==> src/rtl/gpio_bank_pkg.sv <==
package gpio_bank_pkg;

  // Register slots in address order from the bank base; the order is decoded
  // by the bus slave, so it is fixed: monitor, level, direction, polarity.
  typedef enum logic [2:0] {
    SLOT_MON  = 3'd0,
    SLOT_LVL  = 3'd1,
    SLOT_DIR  = 3'd2,
    SLOT_POL  = 3'd3,
    SLOT_NONE = 3'd4
  } slot_e;

  localparam int unsigned SLOT_COUNT = 4;

  // Which register a byte address selects.
  function automatic slot_e addr_slot(input int unsigned a,
                                      input int unsigned base,
                                      input int unsigned lanes);
    int unsigned idx;
    if (a < base) return SLOT_NONE;
    idx = (a - base) / lanes;
    case (idx)
      0: return SLOT_MON;
      1: return SLOT_LVL;
      2: return SLOT_DIR;
      3: return SLOT_POL;
      default: return SLOT_NONE;
    endcase
  endfunction

  // Which byte lane of the selected register the address picks.
  function automatic int unsigned addr_lane(input int unsigned a,
                                            input int unsigned base,
                                            input int unsigned lanes);
    if (a < base) return 0;
    return (a - base) % lanes;
  endfunction

endpackage

==> src/rtl/gpio_pin_sync.sv <==
module gpio_pin_sync #(
  parameter int W      = 16,
  parameter int STAGES = 2
) (
  input  logic         clk,
  input  logic         rst_n,
  input  logic [W-1:0] d,
  output logic [W-1:0] q
);
  logic [STAGES-1:0][W-1:0] chain;

  always_ff @(posedge clk or negedge rst_n) begin
    if (!rst_n) begin
      chain <= '0;
    end else begin
      chain[0] <= d;
      for (int s = 1; s < STAGES; s++) begin
        chain[s] <= chain[s-1];
      end
    end
  end

  assign q = chain[STAGES-1];
endmodule

==> src/rtl/gpio_port_regs.sv <==
module gpio_port_regs
  import gpio_bank_pkg::*;
#(
  parameter int PIN_W = 16
) (
  input  logic                clk,
  input  logic                rst_n,
  input  logic                wr_fire,
  input  slot_e               slot,
  input  logic [((PIN_W/8)>1 ? $clog2(PIN_W/8) : 1)-1:0] lane,
  input  logic [7:0]          wr_data,
  output logic [PIN_W-1:0]    dir_q,
  output logic [PIN_W-1:0]    lvl_q,
  output logic [PIN_W-1:0]    pol_q
);
  localparam int LANES   = PIN_W / 8;
  localparam int LANE_IW = (LANES > 1) ? $clog2(LANES) : 1;

  for (genvar l = 0; l < LANES; l++) begin : g_lane
    logic       lane_hit;
    logic [7:0] dir_r, lvl_r, pol_r;

    assign lane_hit = wr_fire && (lane == LANE_IW'(l));

    always_ff @(posedge clk or negedge rst_n) begin
      if (!rst_n) begin
        dir_r <= 8'h00;
        lvl_r <= 8'h00;
        pol_r <= 8'h00;
      end else if (lane_hit) begin
        case (slot)
          SLOT_DIR: dir_r <= wr_data;
          SLOT_LVL: lvl_r <= wr_data;
          SLOT_POL: pol_r <= wr_data;
          default:  ;
        endcase
      end
    end

    assign dir_q[l*8 +: 8] = dir_r;
    assign lvl_q[l*8 +: 8] = lvl_r;
    assign pol_q[l*8 +: 8] = pol_r;
  end
endmodule

==> src/rtl/gpio_read_mux.sv <==
module gpio_read_mux
  import gpio_bank_pkg::*;
#(
  parameter int PIN_W = 16
) (
  input  logic             clk,
  input  logic             rst_n,
  input  logic             rd_fire,
  input  slot_e            slot,
  input  logic [((PIN_W/8)>1 ? $clog2(PIN_W/8) : 1)-1:0] lane,
  input  logic [PIN_W-1:0] mon,
  input  logic [PIN_W-1:0] lvl,
  input  logic [PIN_W-1:0] dir,
  input  logic [PIN_W-1:0] pol,
  output logic [7:0]       rd_data
);
  logic [PIN_W-1:0] word;
  logic [7:0]       byte_sel;

  always_comb begin
    case (slot)
      SLOT_MON: word = mon;
      SLOT_LVL: word = lvl;
      SLOT_DIR: word = dir;
      SLOT_POL: word = pol;
      default:  word = '0;
    endcase
    byte_sel = 8'(word >> (32'(lane) * 8));
  end

  always_ff @(posedge clk or negedge rst_n) begin
    if (!rst_n) begin
      rd_data <= 8'h00;
    end else if (rd_fire) begin
      rd_data <= byte_sel;
    end
  end
endmodule

==> src/rtl/gpio_port_bank.sv <==
module gpio_port_bank
  import gpio_bank_pkg::*;
#(
  parameter int          PIN_W       = 16,
  parameter int          ADDR_W      = 8,
  parameter int unsigned BASE_ADDR   = 32'h10,
  parameter int          SYNC_STAGES = 2
) (
  input  logic              clk,
  input  logic              rst_n,
  input  logic              link_down,
  input  logic [ADDR_W-1:0] addr,
  input  logic [7:0]        wr_data,
  input  logic              wr_en,
  input  logic              rd_en,
  output logic [7:0]        rd_data,
  input  logic [PIN_W-1:0]  pin_in,
  output logic [PIN_W-1:0]  pin_oe,
  output logic [PIN_W-1:0]  pin_out
);
  localparam int LANES   = PIN_W / 8;
  localparam int LANE_IW = (LANES > 1) ? $clog2(LANES) : 1;

  // Named internal events for the checker.
  logic               wr_fire, rd_fire;
  slot_e              acc_slot;
  logic [LANE_IW-1:0] acc_lane;
  logic [PIN_W-1:0]   sync_q, dir_q, lvl_q, pol_q, mon_word;

  assign wr_fire  = wr_en & ~link_down;
  assign rd_fire  = rd_en & ~link_down;
  assign acc_slot = addr_slot(32'(addr), BASE_ADDR, LANES);
  assign acc_lane = LANE_IW'(addr_lane(32'(addr), BASE_ADDR, LANES));

  gpio_pin_sync #(.W(PIN_W), .STAGES(SYNC_STAGES)) u_sync (
    .clk(clk), .rst_n(rst_n), .d(pin_in), .q(sync_q)
  );

  gpio_port_regs #(.PIN_W(PIN_W)) u_regs (
    .clk(clk), .rst_n(rst_n), .wr_fire(wr_fire), .slot(acc_slot),
    .lane(acc_lane), .wr_data(wr_data),
    .dir_q(dir_q), .lvl_q(lvl_q), .pol_q(pol_q)
  );

  assign mon_word = sync_q ^ pol_q;

  gpio_read_mux #(.PIN_W(PIN_W)) u_rmux (
    .clk(clk), .rst_n(rst_n), .rd_fire(rd_fire), .slot(acc_slot),
    .lane(acc_lane), .mon(mon_word), .lvl(lvl_q), .dir(dir_q),
    .pol(pol_q), .rd_data(rd_data)
  );

  assign pin_oe  = dir_q;
  assign pin_out = lvl_q;
endmodule

==> config.mk <==
export PLATFORM = sky130hd
export DESIGN_NAME = gpio_port_bank
export DESIGN_NICKNAME = d
export VERILOG_FILES = /design/src/rtl/gpio_bank_pkg.sv /design/src/rtl/gpio_pin_sync.sv /design/src/rtl/gpio_port_regs.sv /design/src/rtl/gpio_read_mux.sv /design/src/rtl/gpio_port_bank.sv
export SDC_FILE = /design/constraint.sdc
export NUM_CORES = 1
export LEC_CHECK = 0
export BUFFER_PORTS_ARGS = -buffer_cell sky130_fd_sc_hd__buf_2
export CORE_AREA = 2 2 103 105
export CTS_CLUSTER_DIAMETER = 150
export DETAILED_ROUTE_END_ITERATION = 12
export DIE_AREA = 0 0 105 107
export PLACE_DENSITY = 0.66
export SKIP_LAST_GASP = 1
export SLEW_MARGIN = 20
export SYNTH_ARGS = -nofsm -noshare
export SYNTH_HDL_FRONTEND = slang
export SYNTH_HIERARCHICAL = 1
export SYNTH_SLANG_ARGS = --single-unit
export TNS_END_PERCENT = 100
==> constraint.sdc <==
create_clock -name clk -period 1.7 [get_ports clk]
set_input_delay 0.17 -clock clk [delete_from_list [all_inputs] [get_ports clk]]
set_output_delay 0.17 -clock clk [all_outputs]
set_load 0.01 [all_outputs]
======== After elaboration in Yosys (flattened, before gate mapping) ========
Cells that the tools add are included.
word-level totals
  flip-flop bits (word level) ............. 88
cells by class
  add/sub/neg operators ................... 1
  multiplexer cells ....................... 6
  shift-type cells ........................ 1
  reductions and logical operators ........ 10
  eq/ne operators ......................... 6
  order comparisons ....................... 1
  bitwise operators ....................... 5
operators by type and width
  cell                   count
  $pmux W16 S4           1
  $eq A31 B2 Y1 const B  2
  $logic_not A32 Y1      1
  $eq A31 B1 Y1 const B  1
  $shr A16 B4 Y8         1
  $xor A16 B16 Y16       1
  $pmux W3 S4            1
  $reduce_and A2 Y1      6
  $sub A8 B5 Y9 const B  1
  $lt A8 B5 Y1 const B   1
  $eq A3 B2 Y1 const B   2
  $mux W3                2
  $eq A3 B1 Y1 const B   1
  $logic_not A3 Y1       1
  $and A1 B1 Y1          2
  $logic_and A1 B1 Y1    2
  $mux W1                2
  $not A1 Y1             2

======== Logic depth before layout (Yosys ltp) ========
  word-level depth ........................ 7
  depth in mapped cells ................... 10
  depth with buffers taken out ............ 8

======== Cells and area by module ========
The synthesis kept the hierarchy.
modules (own cells, without submodules)
  module          instances  cells each  area each (µm²)
  gpio_port_regs  1          109         1866.8
  gpio_read_mux   1          114         969.7
  gpio_pin_sync   1          48          920.9
  gpio_port_bank  1          27          225.2

======== Worst setup path before layout ========
OpenSTA, ideal clock, no wires.
  kind .................................... input port to flip-flop
  start ................................... input addr[4]
  end ..................................... register u_rmux.rd_data[2]
  path buffers ............................ 2
  arrival ................................. 2192 ps
  cell stages on the path ................. 10
  path slack .............................. -629 ps
  library setup time ...................... 137 ps
  path through ............................ inv_1 > ha_1 > nand4bb_1 > nor3b_1 > buf_6 > buf_12 > mux2i_1 > a211oi_1 > a2111oi_0 > nor3_1
on the way
  cells in the longest elaborated chain, start to end .. 7
  elaborated cells on any way between the ends .. 16
  classes of those cells .................. add/sub: 1; order compare: 1; eq/ne: 6; shift: 1; mux: 5; reduce/logical: 2
RTL lines
  what                                   RTL line              text
  start: declaration                     gpio_port_bank.sv:12  input logic [ADDR_W-1:0] addr,
  $sub A8 B5 Y9                          n/a
  $eq A31 B2 Y1 (tied with other cells)  gpio_bank_pkg.sv:22   case (idx)
  $pmux W3 S4                            gpio_bank_pkg.sv:22
  $mux W3 (*)                            gpio_bank_pkg.sv:21   idx = (a - base) / lanes;
  via acc_slot[0]                        gpio_port_bank.sv:26  slot_e acc_slot;
  $eq A3 B2 Y1 (tied with other cells)   gpio_read_mux.sv:21   case (slot)
  $pmux W16 S4 (*)                       gpio_read_mux.sv:21
  $shr A16 B4 Y8 (*)                     gpio_read_mux.sv:28   byte_sel = 8'(word >> (32'(lane) * 8));
  end signal: assignment                 gpio_read_mux.sv:35   rd_data <= byte_sel;
  end: declaration                       gpio_read_mux.sv:15   output logic [7:0] rd_data
Mark *: on every way through the listed nets, which the timed path passes. The rest lies on a longest branch.
A chain may end at the register's enable or synchronous reset.

======== Worst setup path after layout ========
  start ................................... input addr[4]
  end ..................................... register u_regs.g_lane[1].lvl_r[3]
on the way
  cells in the longest elaborated chain, start to end .. 6
  elaborated cells on any way between the ends .. 13
  classes of those cells .................. add/sub: 1; order compare: 1; eq/ne: 4; mux: 4; reduce/logical: 3
RTL lines
  what                                   RTL line              text
  $sub A8 B5 Y9                          n/a
  $eq A31 B2 Y1 (tied with other cells)  gpio_bank_pkg.sv:22
  $pmux W3 S4                            gpio_bank_pkg.sv:22
  $mux W3 (*)                            gpio_bank_pkg.sv:21
  via acc_slot[0]                        gpio_port_bank.sv:26
  $eq A3 B1 Y1 (*)                       gpio_port_regs.sv:31  case (slot)
  $reduce_and A2 Y1 (no line) (*)        n/a
  end signal: assignment                 gpio_port_regs.sv:33  SLOT_LVL: lvl_r <= wr_data;
  end: declaration                       gpio_port_regs.sv:21  logic [7:0] dir_r, lvl_r, pol_r;
Marked as above.

==> flow_metrics.tcl <==
set metrics [dict create \
    status "complete, but fails checks" \
    violations "negative setup slack" \
    grt_overflow_total 0 \
    synth_warnings 6 \
    num_io_pins 77 \
    cts-root-buf "clkbuf_8" \
    setup_tns_ns -1.807 \
    layout_common_cells "88 x dfrtp_1, 74 x buf_2, 32 x mux2_4" \
    io_buffer_count 76 \
    reg2reg_from "u_regs/g_lane[0].pol_r[6]$_DFFE_PN0P_" \
    routabilityCongestion 0.8305 \
    clkTransAtPathRegs_ns 0.09 \
    clk_path_buf_depth 2 \
    drive_above_1_share_pct 53.58 \
    vias 2839 \
    r2r_slack_ns 0.35 \
    grt_max_degree 34 \
    antenna_left 0 \
    core_mm2 0.01009 \
    period_minus_slack_ns 1.785 \
    peakVddDrop_mv 0.4031 \
    cp-startpoint "addr[4]" \
    avgSynthCellArea_um2 13.36 \
    placed_cell_area_mm2 0.004760 \
    drt-initial-drc-count 168 \
    track_usage_pct 18.17 \
    viasPerCell 4.989 \
    holdWs_ns 0.1217 \
    area_growth_pct 38.89 \
    reg2reg_depth 5 \
    critPathMostFrequentCell "buf_6" \
    antenna_found_initial 0 \
    start_kind "primary input" \
    worst_pin_slew_ns 0.3824 \
    drc 0 \
    layout.nets 466 \
    clock-skew-final_ns 0.01097 \
    wire_per_inst_um 17.36 \
    synth_edf_count 0 \
    final_hold_viol_count 0 \
    multiInputGateArea_mm2 0.001854 \
    seq_area_mm2 0.002202 \
    async_flop_share_pct 100.0 \
    crit_fanout 6 \
    cts_tree "yes" \
    syn_nets 336 \
    rows 37 \
    max_cap_violations 0 \
    slew_headroom_pct 74.35 \
    yosysSeqAreaShare_pct 55.29 \
    initial_core_util_pct 39.46 \
    clock_latency_ns 0.36 \
    worstSetupPathType "primary input to flip-flop" \
    die_h_um 107 \
    worstPathRequired_ns 1.94 \
    yosysUniqueCellTypes 43 \
    drv_slew 0 \
    final_common_cell "dfrtp_1" \
    dr.pass1.iters 5 \
    min_path_type "primary input to flip-flop" \
    crit_chain "buf_8 -> inv_8 -> ha_4 -> nand4bb_4 -> nor3b_4 -> buf_6 -> buf_6 -> nor3b_4 -> and3_4 -> buf_6 -> mux2_4" \
    cellLeakagePower_nw 2.750 \
    grt_pass1_wl_mm 15.77 \
    fin_crit_sh_pct 105.0 \
    crit_path_end_kind "flip-flop" \
    numCtsBuffers 9 \
    stdcell_count 569 \
    holdCritStartpoint "wr_data[0]" \
    cts_sinks 88 \
    dp_cells 525 \
    cpPeakStageDelay_ns 0.29 \
    setup_violations 36 \
    ys_seq_elements 88 \
    critPathSlowestCell "mux2_4" \
    first_global_vias 2896 \
    synth-main-ff-cell "dfrtp_1" \
    hold_depth 2 \
    die-area_mm2 0.01124 \
    antenna_cells 0 \
    fillCellCount 865 \
    cp.arrival_ns 2.03 \
    fmax_mhz 560.3 \
    final_cell_area_mm2 0.005532 \
    rsz0062_at_grt "yes" \
    power.density_mw_per_mm2 682.4 \
    worst_slack_ns -0.08487 \
    hpwl_mm 6.880 \
    routed_wl_mm 9.877 \
    die_x_um 105 \
    syn_area_mm2 0.003983 \
    postSynthCellCount 298 \
    htree_levels 3 \
]
==> final timing paths <==
kind,end
worst min-delay path,u_regs/g_lane[0].dir_r[0]$_DFFE_PN0P_
worst max register to register,u_rmux/rd_data[6]$_DFFE_PN0P_
worst max-delay path,u_regs/g_lane[1].lvl_r[3]$_DFFE_PN0P_
max in group asynchronous,u_regs/g_lane[1].dir_r[3]$_DFFE_PN0P_
worst min register to register,u_sync/q[4]$_DFF_PN0_
min in group asynchronous,u_regs/g_lane[0].dir_r[2]$_DFFE_PN0P_
==> repair_timing <==
item                                    in CTS  in global routing
buffers inserted                             4                  6
pin swaps                                    6                 16
endpoints found under the setup margin      56                 55
cloned                                       0                  1
hold buffers                                17                  0
hold endpoints to repair                    40                  0
resized for setup                           33                 55
==> cell type report <==
cell class | instances | share of cell area, %
Multi-Input combinational cell | 180 | 33.52
Tap cell | 136 | 3.076
Timing Repair Buffer | 145 | 20.00
Inverter | 4 | 0.4976
Clock buffer | 10 | 2.307
Sequential cell | 88 | 39.81
Clock inverter | 6 | 0.7917
==> where the power goes <==
| group | switching, mW | total, mW | internal, mW |
|---|---|---|---|
| clock network | 0.758 | 1.30 | 0.539 |
| registers | 0.0172 | 2.15 | 2.13 |
| logic | 0.164 | 0.327 | 0.163 |
| total | 0.939 | 3.77 | 2.84 |
==> per-layer routing <==
| layer | up-vias | wire length, um | track usage (%) |
|---|---|---|---|
| li1 | 1304 | - | - |
| met1 | 1425 | 4633 | 26.31 |
| met2 | 98 | 4442 | 26.44 |
| met3 | 12 | 665 | 4.316 |
| met4 | 0 | 135 | 6.762 |
| met5 | - | 0 | 0 |
==> cell families after synthesis <==
| family | Yosys count | share of synthesized area [%] |
|---|---|---|
| AO/OA/AOI/OAI | 34 | 6.409 |
| XOR/XNOR | 17 | 3.739 |
| adder cells (fa/ha/maj) | 1 | 0.3141 |
| buffers and inverters | 30 | 5.560 |
| flip-flops | 88 | 55.29 |
| multiplexers | 64 | 17.88 |
| AND/OR/NAND/NOR | 64 | 10.81 |
==> per-stage QoR <==
stage,total power [mW],util (%),setup slack [ns]
after global placement,2.441,47.16,-0.5219
after floorplan,2.311,-,-0.3230
after detailed placement,2.445,47.16,-0.6311
after CTS,3.774,52.03,-0.1397
final,3.775,54.81,-0.08487
after global routing,3.948,54.81,-0.1542
==> worst max-delay path, delay by kind of cell <==
| family | cells | cell delay (ns) |
|---|---|---|
| and+or+nand+nor | 4 | 0.79 |
| buffers and inverters | 5 | 0.52 |
| muxes | 1 | 0.29 |
| adders and majority gates | 1 | 0.26 |
==> sequential cells by signal (all words and copies together), names as in the netlist <==
signal and count:
u_regs/g_lane.dir_r 16, u_sync/q 16, u_regs/g_lane.lvl_r 16, u_regs/g_lane.pol_r 16
u_sync/chain 16, u_rmux/rd_data 8
==> cell usage after synthesis (2+ instances only) <==
master / count / area [um2]
nor3b_1: 3 / 22.52
mux2i_1: 7 / 70.07
mux2_2: 57 / 641.9
buf_4: 20 / 150.1
xor2_1: 17 / 148.9
nor3b_4: 2 / 37.54
a2111oi_0: 4 / 35.03
a2111oi_1: 2 / 20.02
nand2_1: 14 / 52.55
nor3b_2: 2 / 25.02
nand2b_1: 2 / 12.51
buf_2: 2 / 10.01
nor2_1: 7 / 26.28
and3_1: 3 / 18.77
buf_6: 2 / 22.52
a22oi_1: 7 / 52.55
a211oi_1: 6 / 45.04
dfrtp_1: 88 / 2202
a21oi_1: 8 / 40.04
nor2b_1: 8 / 50.05
a221oi_1: 2 / 17.52
nor3_1: 6 / 30.03
and4b_1: 5 / 50.05
inv_1: 4 / 15.01
nand2_2: 2 / 12.51
Power figures use the tool's default switching activity.
